### config.mk
export PLATFORM = sky130hd
export DESIGN_NAME = led_cfg_serial
export DESIGN_NICKNAME = d
export VERILOG_FILES = /design/src/rtl/led_cfg_serial.sv
export SDC_FILE = /design/constraint.sdc
export NUM_CORES = 1
export LEC_CHECK = 0
export ABC_AREA = 1
export BUFFER_PORTS_ARGS = -buffer_cell sky130_fd_sc_hd__buf_4
export CAP_MARGIN = 20
export CORE_MARGIN = 2
export CORE_UTILIZATION = 57
export DETAILED_ROUTE_END_ITERATION = 10
export PLACE_DENSITY = 0.8
export RECOVER_POWER = 25
export SKIP_LAST_GASP = 1
export SLEW_MARGIN = 30
export SYNTH_ARGS = -nofsm -noshare
export SYNTH_HDL_FRONTEND = slang
export SYNTH_SLANG_ARGS = --single-unit
### constraint.sdc
create_clock -name clk -period 1.6 [get_ports clk]
set_input_delay 0.08 -clock clk [delete_from_list [all_inputs] [get_ports clk]]
set_output_delay 0.08 -clock clk [all_outputs]
set_load 0.05 [all_outputs]
### src/rtl/led_cfg_serial.sv
module led_cfg_serial #(
  parameter int CHANNELS = 16,
  parameter int DC_BITS  = 7
) (
  input  logic                           clk,
  input  logic                           rst_n,
  input  logic                           sclk,
  input  logic                           xlat,
  input  logic                           mode,
  input  logic                           sin,
  input  logic                           blank,
  input  logic [CHANNELS-1:0]            led_open,
  output logic                           sout,
  output logic [CHANNELS-1:0]            chan_on,
  output logic [CHANNELS*DC_BITS-1:0]    dc_flat
);
  localparam int DC_LEN = CHANNELS * DC_BITS;

  logic [CHANNELS-1:0] en_sr, en_lat;
  logic [DC_LEN-1:0]   dc_sr, dc_lat;
  logic                sclk_q, xlat_q;
  logic                sclk_rise, xlat_rise;

  assign sclk_rise = sclk & ~sclk_q;
  assign xlat_rise = xlat & ~xlat_q;

  always_ff @(posedge clk or negedge rst_n) begin
    if (!rst_n) begin
      sclk_q <= 1'b0;
      xlat_q <= 1'b0;
      en_sr  <= '0;
      en_lat <= '0;
      dc_sr  <= '0;
      dc_lat <= '0;
    end else begin
      sclk_q <= sclk;
      xlat_q <= xlat;
      if (xlat_rise) begin
        if (mode) dc_lat <= dc_sr;
        else      en_lat <= en_sr;
      end else if (xlat && !mode) begin
        en_sr <= led_open;
      end else if (sclk_rise) begin
        if (mode) dc_sr <= {dc_sr[DC_LEN-2:0], sin};
        else      en_sr <= {en_sr[CHANNELS-2:0], sin};
      end
    end
  end

  assign sout    = mode ? dc_sr[DC_LEN-1] : en_sr[CHANNELS-1];
  assign chan_on = blank ? '0 : en_lat;
  assign dc_flat = dc_lat;
endmodule

==> run summary <==
Status: finished clean
Routed metal-1 wire length: 9.04 mm
Core ar.: 17400 um^2
Post-synth EDFFs: 0
Reg clk slew, reported paths: 0.06 ns
Post-DP HPWL: 13.2 mm
Drt first pass iters: 4
Via Count: 7389
Crit-path max FO: 14
Startpoint Class: register
TNS Setup: 0 ns
Register area share after synthesis: 0.635
Cell count after synthesis: 1055
Initial core utilization: 0.586
Top sig layer: met4
Syn Std Cell Area: 10200 um^2
Required @ worst endpoint: 1.99 ns
Count leader, synth: nand2_1
Async SR Flop Fraction: 1.00
# clock sinks: 258
Layout cells sized above 1: 0.178
Final Core Density: 0.729
# rows: 48
WL/cell: 14.5 um
Clk root buf: clkbuf_16
ANT cells: 0
Clock skew: 0.00582 ns
Max VDD drop: 0.00103 V
First-pass GRT wire length: 34.1 mm
Yosys warning total: 0
Seq cells post-synth: 258
Remaining global-route overflow: 0
Share of the synthesized area in the top cell type: 0.635
Total GRT Usage: 0.224
Fin crit share: 0.935
Setup violations, final: 0
DP Worst Slack: 0.0659 ns
Htree depth: 1
Port buffer count: 151
RSZ-0062 raised after global routing: false
Layout Nets: 1240
Final WL: 21.1 mm
Placed insts: 1392
Die W: 138 um
Area leader, netlist: dfrtp_1
Remaining DRCs: 0
# IOs: 152
Drt initial violations: 380
DRT antenna net count: 0
Clock latency on the worst-skew pair: 0.50 ns
Top post-synthesis cells by count: 292 x nand2_1, 258 x dfrtp_1, 131 x inv_1, 115 x o21ai_0, 111 x o21a_1
Pin count of the biggest net entering global routing: 89
Post-synth net total: 1078
Static Leak: 6.00 nW
Max-slew headroom: 0.498
Finished Layout Cells: 1457
GP Congestion: 0.787
WL met3: 1.36 mm
Final setup margin: 0.104 ns
TritonCTS clock tree: done
Max Fclk: 669 MHz
DR vias/cell: 5.07
Power Dens Cells: 1680 nW/um^2
Tmin final: 1.50 ns
Min Hold Slack: 0.116 ns
Met2 routed WL: 10.3 mm
Vias in the first global route: 7191
Post-synth cell types: 18
Worst Path Arrival: 1.89 ns
Slew @ Worst Pin: 0.753 ns
Die Y-Extent: 138 um
Antenna violations before repair: 0
Syn_area_per_cell: 9.64 um^2
Hold Path Class: in -> reg
Worst setup EP type: register
Total die area: 18900 um^2
Fin. Hold Viols: 0
MaxCap Viol Count: 0
CP Class: reg -> reg
Synth Flop Type: dfrtp_1
Max clock buf depth: 3
Total CTS buffers: 26
Synth-to-layout area growth: 24.3%
Leading cell types by total area after synthesis: dfrtp_1 63%, nand2_1 11%, o21a_1 8.2%, o21ai_0 5.7%, inv_1 4.8%
Pins Over Slew Limit: 0
state kept, by name (all words and copies together), names as in the netlist:
signal	cells
dc_flat	112
dc_sr	112
en_sr	16
xlat_q	1
en_lat	16
sclk_q	1
worst max-delay path, stage by stage (launching register included):
cell	delay (ns)
dfrtp_1	0.36
inv_1	0.13
nand2_2	0.12
nor2_4	0.20
buf_12	0.20
buf_4	0.17
nand2_1	0.08
o21a_1	0.12
stage by stage:
step / power (mW) / cell area (um^2)
3_5_place_dp: 15.4 / 11600
3_3_place_gp: 15.2 / 11600
4_1_cts: 21.5 / 12700
6_report: 21.2 / 12600
2_1_floorplan: 13.3 / 10200
5_1_grt: 22.3 / 12600
final timing paths:
path,from,to,slack (ns),cells after the start
hold / removal,mode,en_sr[0],0.12,5
max in group asynchronous,rst_n,dc_flat[61],0.37,3
hold reg to reg,en_sr[15],en_sr[15],0.48,2
min in group asynchronous,rst_n,dc_flat[32],0.17,2
setup reg to reg,xlat_q,dc_flat[60],0.10,7
setup / recovery,xlat_q,dc_flat[60],0.10,7
cells in the final DEF, fill, tap and decap left out, types with 3 or more instances in the layout:
| cell type | count |
|---|---|
| inv_1 | 131 |
| buf_6 | 3 |
| o21a_1 | 111 |
| clkbuf_8 | 8 |
| clkbuf_16 | 28 |
| nor2_1 | 32 |
| clkbuf_2 | 3 |
| o21ai_0 | 115 |
| nand2_2 | 3 |
| a21oi_1 | 15 |
| dlygate4sd3_1 | 20 |
| dfrtp_1 | 258 |
| buf_12 | 9 |
| nand2_1 | 291 |
| clkbuf_1 | 6 |
| buf_4 | 158 |
| nand3_1 | 33 |
repair_timing:
action                     in CTS  in global routing
hold buffers                   20                  0
hold endpoints to repair      277                  0
setup endpoints to repair       0                 36
gates resized for setup         0                  1
setup buffers                   0                  1
where the power goes:
part	switching (mW)	leakage, nW	total (mW)	internal, mW
clock	2.32	0.415	5.90	3.58
sequential	0.940	3.21	9.06	8.12
combinational	4.28	2.37	6.28	2.00
total	7.54	6.00	21.2	13.7
per-layer routing:
| metal | vias up | GRT usage |
|---|---|---|
| li1 | 3627 | - |
| met1 | 3536 | 0.300 |
| met2 | 194 | 0.378 |
| met3 | 32 | 0.0434 |
| met4 | 0 | 0.0578 |
| met5 | - | 0 |
cells by family after synthesis:
logic type,synth area share
buffers and inverters,0.0794
AO/OA/AOI/OAI,0.147
flip-flops,0.635
AND/OR/NAND/NOR,0.139
area by class of cell:
cell class / count / area (um^2)
clock buffer: 41 / 808
clock inverter: 2 / 35.0
fill: 1233 / 4710
inverter: 132 / 495
multi-input combinational: 604 / 2930
sequential: 258 / 6460
tap: 225 / 282
timing repair buffer: 195 / 1650
Note: power is estimated with default switching activity, not from simulation.
